==> config.mk <==
export PLATFORM = sky130hd
export DESIGN_NAME = boot_strap_irq
export DESIGN_NICKNAME = d
export VERILOG_FILES = /design/src/rtl/boot_strap_pkg.sv /design/src/rtl/bs_reset_sync.sv /design/src/rtl/bs_pin_sync.sv /design/src/rtl/bs_mode_reg.sv /design/src/rtl/bs_irq_unit.sv /design/src/rtl/boot_strap_irq.sv
export SDC_FILE = /design/constraint.sdc
export NUM_CORES = 1
export LEC_CHECK = 0
export BUFFER_PORTS_ARGS = -buffer_cell sky130_fd_sc_hd__buf_4
export CORE_MARGIN = 3
export CORE_UTILIZATION = 40
export CTS_CLUSTER_SIZE = 24
export DETAILED_ROUTE_END_ITERATION = 8
export PLACE_DENSITY_LB_ADDON = 0.3
export SYNTH_ARGS = -nofsm -noshare
export SYNTH_HDL_FRONTEND = slang
export SYNTH_SLANG_ARGS = --single-unit
==> constraint.sdc <==
create_clock -name clk -period 1.2 [get_ports clk]
set_input_delay 0.18 -clock clk [delete_from_list [all_inputs] [get_ports clk]]
set_output_delay 0.18 -clock clk [all_outputs]
set_load 0.01 [all_outputs]
==> src/rtl/boot_strap_pkg.sv <==
package boot_strap_pkg;

    typedef logic [1:0] op_mode_t;

    typedef struct packed {
        logic     edge_sel;
        op_mode_t mode;
    } ctrl_word_t;

    localparam int CTRL_W = $bits(ctrl_word_t);

    function automatic op_mode_t strap_to_mode(input logic bit_b, input logic bit_a);
        return {bit_b, bit_a};
    endfunction

endpackage

==> src/rtl/bs_reset_sync.sv <==
module bs_reset_sync (
    input  logic clk,
    input  logic rst_n,
    output logic rst_int
);
    logic [1:0] stage_q;

    always_ff @(posedge clk or negedge rst_n) begin
        if (!rst_n) stage_q <= 2'b00;
        else        stage_q <= {stage_q[0], 1'b1};
    end

    assign rst_int = ~stage_q[1];

    // internal reset active whenever the pin is held low
    assert_rst_follow_R1: assert property (@(posedge clk) !rst_n |-> rst_int);
endmodule

==> src/rtl/bs_pin_sync.sv <==
module bs_pin_sync #(
    parameter int WIDTH = 2
) (
    input  logic             clk,
    input  logic [WIDTH-1:0] pin_async,
    output logic [WIDTH-1:0] pin_sync
);
    logic [WIDTH-1:0] meta_q;
    logic [WIDTH-1:0] sync_q;

    always_ff @(posedge clk) begin
        meta_q <= pin_async;
        sync_q <= meta_q;
    end

    assign pin_sync = sync_q;
endmodule

==> src/rtl/bs_mode_reg.sv <==
module bs_mode_reg
    import boot_strap_pkg::*;
(
    input  logic       clk,
    input  logic       rst_int,
    input  op_mode_t   strap_mode,
    input  logic       wr_en,
    input  ctrl_word_t wr_word,
    output op_mode_t   mode,
    output logic       edge_sel
);
    op_mode_t mode_q;
    logic     edge_q;

    always_ff @(posedge clk) begin
        if (rst_int) begin
            mode_q <= strap_mode;
            edge_q <= 1'b0;
        end else if (wr_en) begin
            mode_q <= wr_word.mode;
            edge_q <= wr_word.edge_sel;
        end
    end

    assign mode     = mode_q;
    assign edge_sel = edge_q;

    // mode holds without a write once out of reset
    assert_mode_hold_R3: assert property (@(posedge clk) disable iff (rst_int)
        !wr_en |=> $stable(mode_q));
endmodule

==> src/rtl/bs_irq_unit.sv <==
module bs_irq_unit #(
    parameter int SWITCH_DELAY = 16
) (
    input  logic clk,
    input  logic rst_int,
    input  logic irq_n_sync,
    input  logic edge_sel,
    input  logic clr,
    output logic pending
);
    localparam int CW = (SWITCH_DELAY < 2) ? 1 : $clog2(SWITCH_DELAY);

    logic [CW-1:0] cnt_q;
    logic          armed_q;
    logic          prev_q;
    logic          latch_q;
    logic          fall;

    always_ff @(posedge clk) begin
        if (rst_int) begin
            cnt_q   <= '0;
            armed_q <= 1'b0;
        end else if (!armed_q) begin
            cnt_q   <= cnt_q + 1'b1;
            armed_q <= (cnt_q == CW'(SWITCH_DELAY - 1));
        end
    end

    assign fall = prev_q & ~irq_n_sync;

    always_ff @(posedge clk) begin
        if (rst_int) begin
            prev_q  <= 1'b1;
            latch_q <= 1'b0;
        end else begin
            prev_q <= irq_n_sync;
            if (armed_q && edge_sel && fall) latch_q <= 1'b1;
            else if (clr)                    latch_q <= 1'b0;
        end
    end

    assign pending = edge_sel ? latch_q : (armed_q & ~irq_n_sync);

    // nothing reported before the changeover delay ends
    assert_masked_R5: assert property (@(posedge clk) disable iff (rst_int)
        !armed_q |-> !pending);
    // once armed, stays armed until reset
    assert_armed_sticky_R5: assert property (@(posedge clk) disable iff (rst_int)
        armed_q |=> armed_q);
    // edge flag persists until cleared
    assert_edge_sticky_R7: assert property (@(posedge clk) disable iff (rst_int)
        (edge_sel && latch_q && !clr) |=> latch_q);
    // pending low while in reset
    assert_reset_quiet_R1: assert property (@(posedge clk)
        $past(rst_int) |-> !latch_q);
endmodule

==> src/rtl/boot_strap_irq.sv <==
module boot_strap_irq
    import boot_strap_pkg::*;
#(
    parameter int SWITCH_DELAY = 16
) (
    input  logic              clk,
    input  logic              rst_n,
    input  logic              strap_a,
    input  logic              strap_b_irq_n,
    input  logic              cfg_we,
    input  logic [CTRL_W-1:0] cfg_wdata,
    input  logic              irq_clr,
    output logic [1:0]        op_mode,
    output logic              edge_trig,
    output logic              irq_pending
);
    logic       rst_int;
    logic [1:0] pins_sync;
    logic       edge_sel;
    op_mode_t   mode;
    ctrl_word_t wr_word;

    assign wr_word = ctrl_word_t'(cfg_wdata);

    bs_reset_sync u_rst (
        .clk     (clk),
        .rst_n   (rst_n),
        .rst_int (rst_int)
    );

    bs_pin_sync #(.WIDTH(2)) u_sync (
        .clk       (clk),
        .pin_async ({strap_b_irq_n, strap_a}),
        .pin_sync  (pins_sync)
    );

    bs_mode_reg u_mode (
        .clk        (clk),
        .rst_int    (rst_int),
        .strap_mode (strap_to_mode(pins_sync[1], pins_sync[0])),
        .wr_en      (cfg_we),
        .wr_word    (wr_word),
        .mode       (mode),
        .edge_sel   (edge_sel)
    );

    bs_irq_unit #(.SWITCH_DELAY(SWITCH_DELAY)) u_irq (
        .clk        (clk),
        .rst_int    (rst_int),
        .irq_n_sync (pins_sync[1]),
        .edge_sel   (edge_sel),
        .clr        (irq_clr),
        .pending    (irq_pending)
    );

    assign op_mode   = mode;
    assign edge_trig = edge_sel;
endmodule

# Word level (Yosys, flattened, before mapping)
# Cells that the tools add are included.
# totals
regBits	16
latch_bits	0
mem_bits_rw	0
rom_bits	0
in_bits	9
out_inout_bits	4
wordCells	24
n_memories	0
# classes
add_sub_neg	1
n_mul	0
div	0
n_lt_le_gt_ge	0
eq_ne	2
shifts	0
mux	6
n_bitwise	3
n_reduce_logical	3
# op_table
operator	n
adder 4 x 1 -> 4 bit (second input constant)	1
== test 4 bit (second input constant)	1
two-way mux 1 bit	4
two-way mux 2 bit	2
AND 1 bit	2
logical AND 1 bit	2
!= test 2 bit (second input constant)	1
nonzero test 2 bit	1
NOT 1 bit	1

# Logic depth before layout (Yosys ltp)
# logic_depth
depth_word	4
ltp_mapped	4
mapped_depth_nobuf	4

# By module
# A second synthesis with hierarchy kept.
# unflattened
cells_unflattened	44
hier_area_um2	559.3
# modules_own_cells
module	n_inst	cells_per_inst	area_per_inst_um2	seq_area_each_um2
bs_irq_unit	1	28	299.0	140.1
bs_mode_reg	1	8	122.6	80.1
bs_pin_sync	1	4	80.1	80.1
bs_reset_sync	1	4	57.6	50.0

# Worst setup path after synthesis
# No wires, ideal clock.
# synth_timing
path_kind	flip-flop to flip-flop
from	register u_rst.stage_q[1]
to	register u_mode.mode_q[1], in the netlist u_mode.mode[1] (data pin)
t_arrival_ps	800
slack_ps	140
path_stages_with_launch	3
n_path_buf	1
synth_period_minus_slack_ps	1060
path_cell_list	dfrtp_1 buf_2 mux2_2
# synth_via
elab_chain_cells	1
# synth_lines
item	line	source
start, declared	bs_reset_sync.sv:6	logic [1:0] stage_q;
start signal, assigned	bs_reset_sync.sv:10	else stage_q <= {stage_q[0], 1'b1};
two-way mux 2 bit	bs_mode_reg.sv:16	if (rst_int) begin
end signal, assigned	bs_mode_reg.sv:17	mode_q <= strap_mode;
end signal, assigned	bs_mode_reg.sv:20	mode_q <= wr_word.mode;
end, declared	bs_mode_reg.sv:12	op_mode_t mode_q;
# Every way passes these cells.
# A chain may end at the register's enable or synchronous reset.

# Final worst setup path
# layout_timing
from	register u_irq.armed_q
to	output irq_pending
# layout_via
elab_chain_cells	2
# layout_lines
item	line	source
start, declared	bs_irq_unit.sv:14	logic armed_q;
start signal, assigned	bs_irq_unit.sv:25	armed_q <= (cnt_q == CW'(SWITCH_DELAY - 1));
AND 1 bit	bs_irq_unit.sv:42	assign pending = edge_sel ? latch_q : (armed_q & ~irq_n_sync);
two-way mux 1 bit	bs_irq_unit.sv:42	
end, declared	boot_strap_irq.sv:15	output logic irq_pending
# Every way passes these cells.

==> summary.txt <==
Logic synthesis
  – Synth top area cells: dfxtp_1, edfxtp_1, dfrtp_1
  – Yosys cell types: 19
  – Cells after Synth: 44
  – Warnings, synthesis: 0
  – Count leader, synth: dfxtp_1
  – Syn nets: 54
  – Leading area contributor after synthesis: dfxtp_1
  – Post-Syn Area: 576 um2
  – Synth Register Bits: 16
  – Synth async-reset ratio: 12.5%
  – Top FF cell, synth: dfxtp_1
  – Number of synthesized flops with an enable pin: 2
  – Synth cell count leaders: dfxtp_1, nand2b_1, and2_1, nor2b_1, xnor2_1
  – Post-Syn Area per Cell: 13.1 um2
  – Register area share after synthesis: 60.9%
  – Synth top area share: 41.7%

Cells and area
  – Final Util: 57.6%
  – Layout Nets: 73
  – Post-route insts no fill: 77
  – Share of post-route cells with drive strength above 1: 40.3%
  – Final instance area: 759 um2
  – Antenna cells: 0
  – Area Overhead vs Synth: 32.0%

CTS
  – Clock Tree Buf Depth: 2
  – CTS root buf: clkbuf_4
  – Clock Latency Late Sink: 280 ps
  – Clock sinks: 16
  – CTS Buf Count: 3
  – H-tree Lvls: 1
  – CTS tree: done
  – Post-CTS Setup Bufs: 0
  – Clk slew on worst S/H paths: 90 ps

Floorplanning
  – Die H: 43.9 um
  – Floorplan row count: 13
  – Starting Density: 43.7%
  – Io pins: 13
  – Die area: 1930 um2
  – Core footprint: 1320 um2
  – Die Span X: 43.9 um

STA
  – Setup violators final: 0
  – Setup_tns: 0 ps
  – Skew final: 5.04 ps
  – Final min period: 1170 ps
  – Max-slew violation count: 0
  – Period utilization: 97.9%
  – RSZ-0062 raised after global routing: yes
  – Max Fclk: 851 MHz
  – Fin. Hold Viols: 0

Placed design
  – IO Port Bufs: 12
  – Area post-placement: 676 um2
  – Hpwl dp: 653 um
  – Final Wtd Congestion: 0.688
  – Cell count after placement: 70

Power and ir drop
  – Pwr dens: 1350 nW/um2
  – Max IR drop VDD: 0.000760 V
  – Total Power: 1.02 mW
  – Leak Pwr: 0.338 nW

Global routing
  – Vias in the first global route: 324
  – Largest net degree at the start of global routing: 10
  – Global-route wire length before repair: 1.33 mm
  – GRT overflow: 0
  – GRT Util Overall: 9.97%
  – Initial antenna violation count: 0

Setup path
  – R2R cell count: 4
  – Buf/Inv on CP: 1
  – CP delay by family, top: flip-flops
  – Worst Setup SP: u_irq.armed_q
  – Max FO, Critical Path: 7
  – Worst-path cell chain: nand2b_4 -> o21ai_2 -> buf_4
  – CP max-delay cell: dfxtp_4
  – Crit path arrival time: 990 ps
  – Slowest stage delay, CP: 410 ps
  – Worst Path Required: 1020 ps
  – Critical path depth: 3
  – CP Capture Type: output pin
  – Worst r2r src: u_irq.cnt_q[0]
  – Crit path launch type: register
  – Setup CP Type: reg2out

Route
  – Post-Route WL: 857 um
  – Vias: 369
  – DR DRC count: 0
  – Vias per cell: 4.79
  – Post-DRT Antenna Nets: 0
  – Initial DRT Pass Iterations: 1
  – Wirelength per Cell: 11.1 um
  – Initial DRC count: 0

Job
  – Max-cap viol count: 0

Hold path
  – Hold_sp: cfg_wdata[2]
  – Hold path depth: 3
  – Worst Hold Class: in2reg

Run status
  – Status: complete, no violations
power by group:
group	total, mW	leakage [nW]	switching (mW)	internal (mW)
logic	0.0883	0.172	0.0282	0.0600
clock network	0.340	0.0210	0.155	0.185
registers	0.594	0.144	0.0219	0.572
cells by family after synthesis:
logic type               Yosys count  share of synthesized area, %
AO/OA/AOI/OAI                      3                          3.26
XOR/XNOR                           3                          4.57
adder cells (fa/ha/maj)            1                          2.17
buffers and inverters              2                          2.83
flip-flops                        16                          60.9
multiplexers                       4                          7.39
other                              1                         0.652
AND/OR/NAND/NOR                   14                          18.3
area by class of cell:
| class | count | area (um2) |
|---|---|---|
| Tap cell | 15 | 18.8 |
| Sequential cell | 16 | 357 |
| Fill cell | 118 | 558 |
| Timing Repair Buffer | 16 | 128 |
| Multi-Input combinational cell | 26 | 220 |
| Clock buffer | 4 | 36.3 |
path summary, 6_finish.rpt:
| check | end | slack [ps] |
|---|---|---|
| max in group asynchronous | u_rst.stage_q[0] | 900 |
| min | u_mode.edge_sel | 180 |
| min reg2reg | u_sync.pin_sync[0] | 330 |
| max | irq_pending | 30 |
| max reg2reg | u_irq.cnt_q[2] | 150 |
| min in group asynchronous | u_rst.stage_q[1] | 210 |
cell usage in the layout, fill, tap and decap left out:
| cell | Yosys | layout |
|---|---|---|
| mux2i_1 | 2 | 2 |
| and2_1 | 3 | 3 |
| conb_1 | 1 | 1 |
| dfxtp_4 | 0 | 1 |
| mux2_2 | 2 | 2 |
| dfrtp_1 | 2 | 2 |
| buf_4 | 0 | 13 |
| nand2b_1 | 5 | 4 |
| a31oi_1 | 1 | 1 |
| dfxtp_2 | 0 | 2 |
| nand4b_4 | 1 | 1 |
| clkbuf_4 | 0 | 3 |
| nand2b_4 | 0 | 1 |
| clkbuf_8 | 0 | 1 |
| nand4b_1 | 1 | 1 |
| o21ai_2 | 0 | 1 |
| edfxtp_1 | 2 | 2 |
| ha_1 | 1 | 1 |
| nand2_1 | 1 | 1 |
| dfxtp_1 | 12 | 9 |
| nor2b_1 | 3 | 3 |
| dlygate4sd3_1 | 0 | 3 |
| a21boi_0 | 1 | 1 |
| xnor2_1 | 3 | 3 |
worst min-delay path, stage by stage:
cell,delay [ps]
buf_4,80
mux2i_1,60
nor2b_1,110
stage by stage:
| stage | hold WS, ps | worst slack (ps) |
|---|---|---|
| floorplan | -116 | 140 |
| global placement | -35.9 | 151 |
| detailed placement | -35.0 | 154 |
| CTS | 179 | 21.2 |
| global route | 186 | -27.6 |
| finish | 178 | 25.2 |
sequential cells by signal, summed over array words and instances (netlist names), 2 cells and up:
name / cells
u_sync.meta_q: 2
u_rst.stage_q: 2
u_irq.cnt_q: 4
u_mode.mode: 2
u_sync.pin_sync: 2
routing by layer:
metal	share of wire [%]	routed length, um	global-route usage [%]	vias to the layer above
li1	-	-	-	181
met4	0.93	8	1.81	0
met5	0	0	0	-
met3	8.4	72	6.22	2
met2	53	454	18.9	12
met1	37	321	8.76	174
what timing repair did:
item | 4_1_cts | 5_1_grt
hold buffers | 3 | 0
hold endpoints to repair | 4 | 0
gates cloned | 0 | 0
resized for setup | 4 | 3
setup endpoints to repair | 1 | 1
pin swaps | 0 | 1
(Power assumes the default switching activity.)
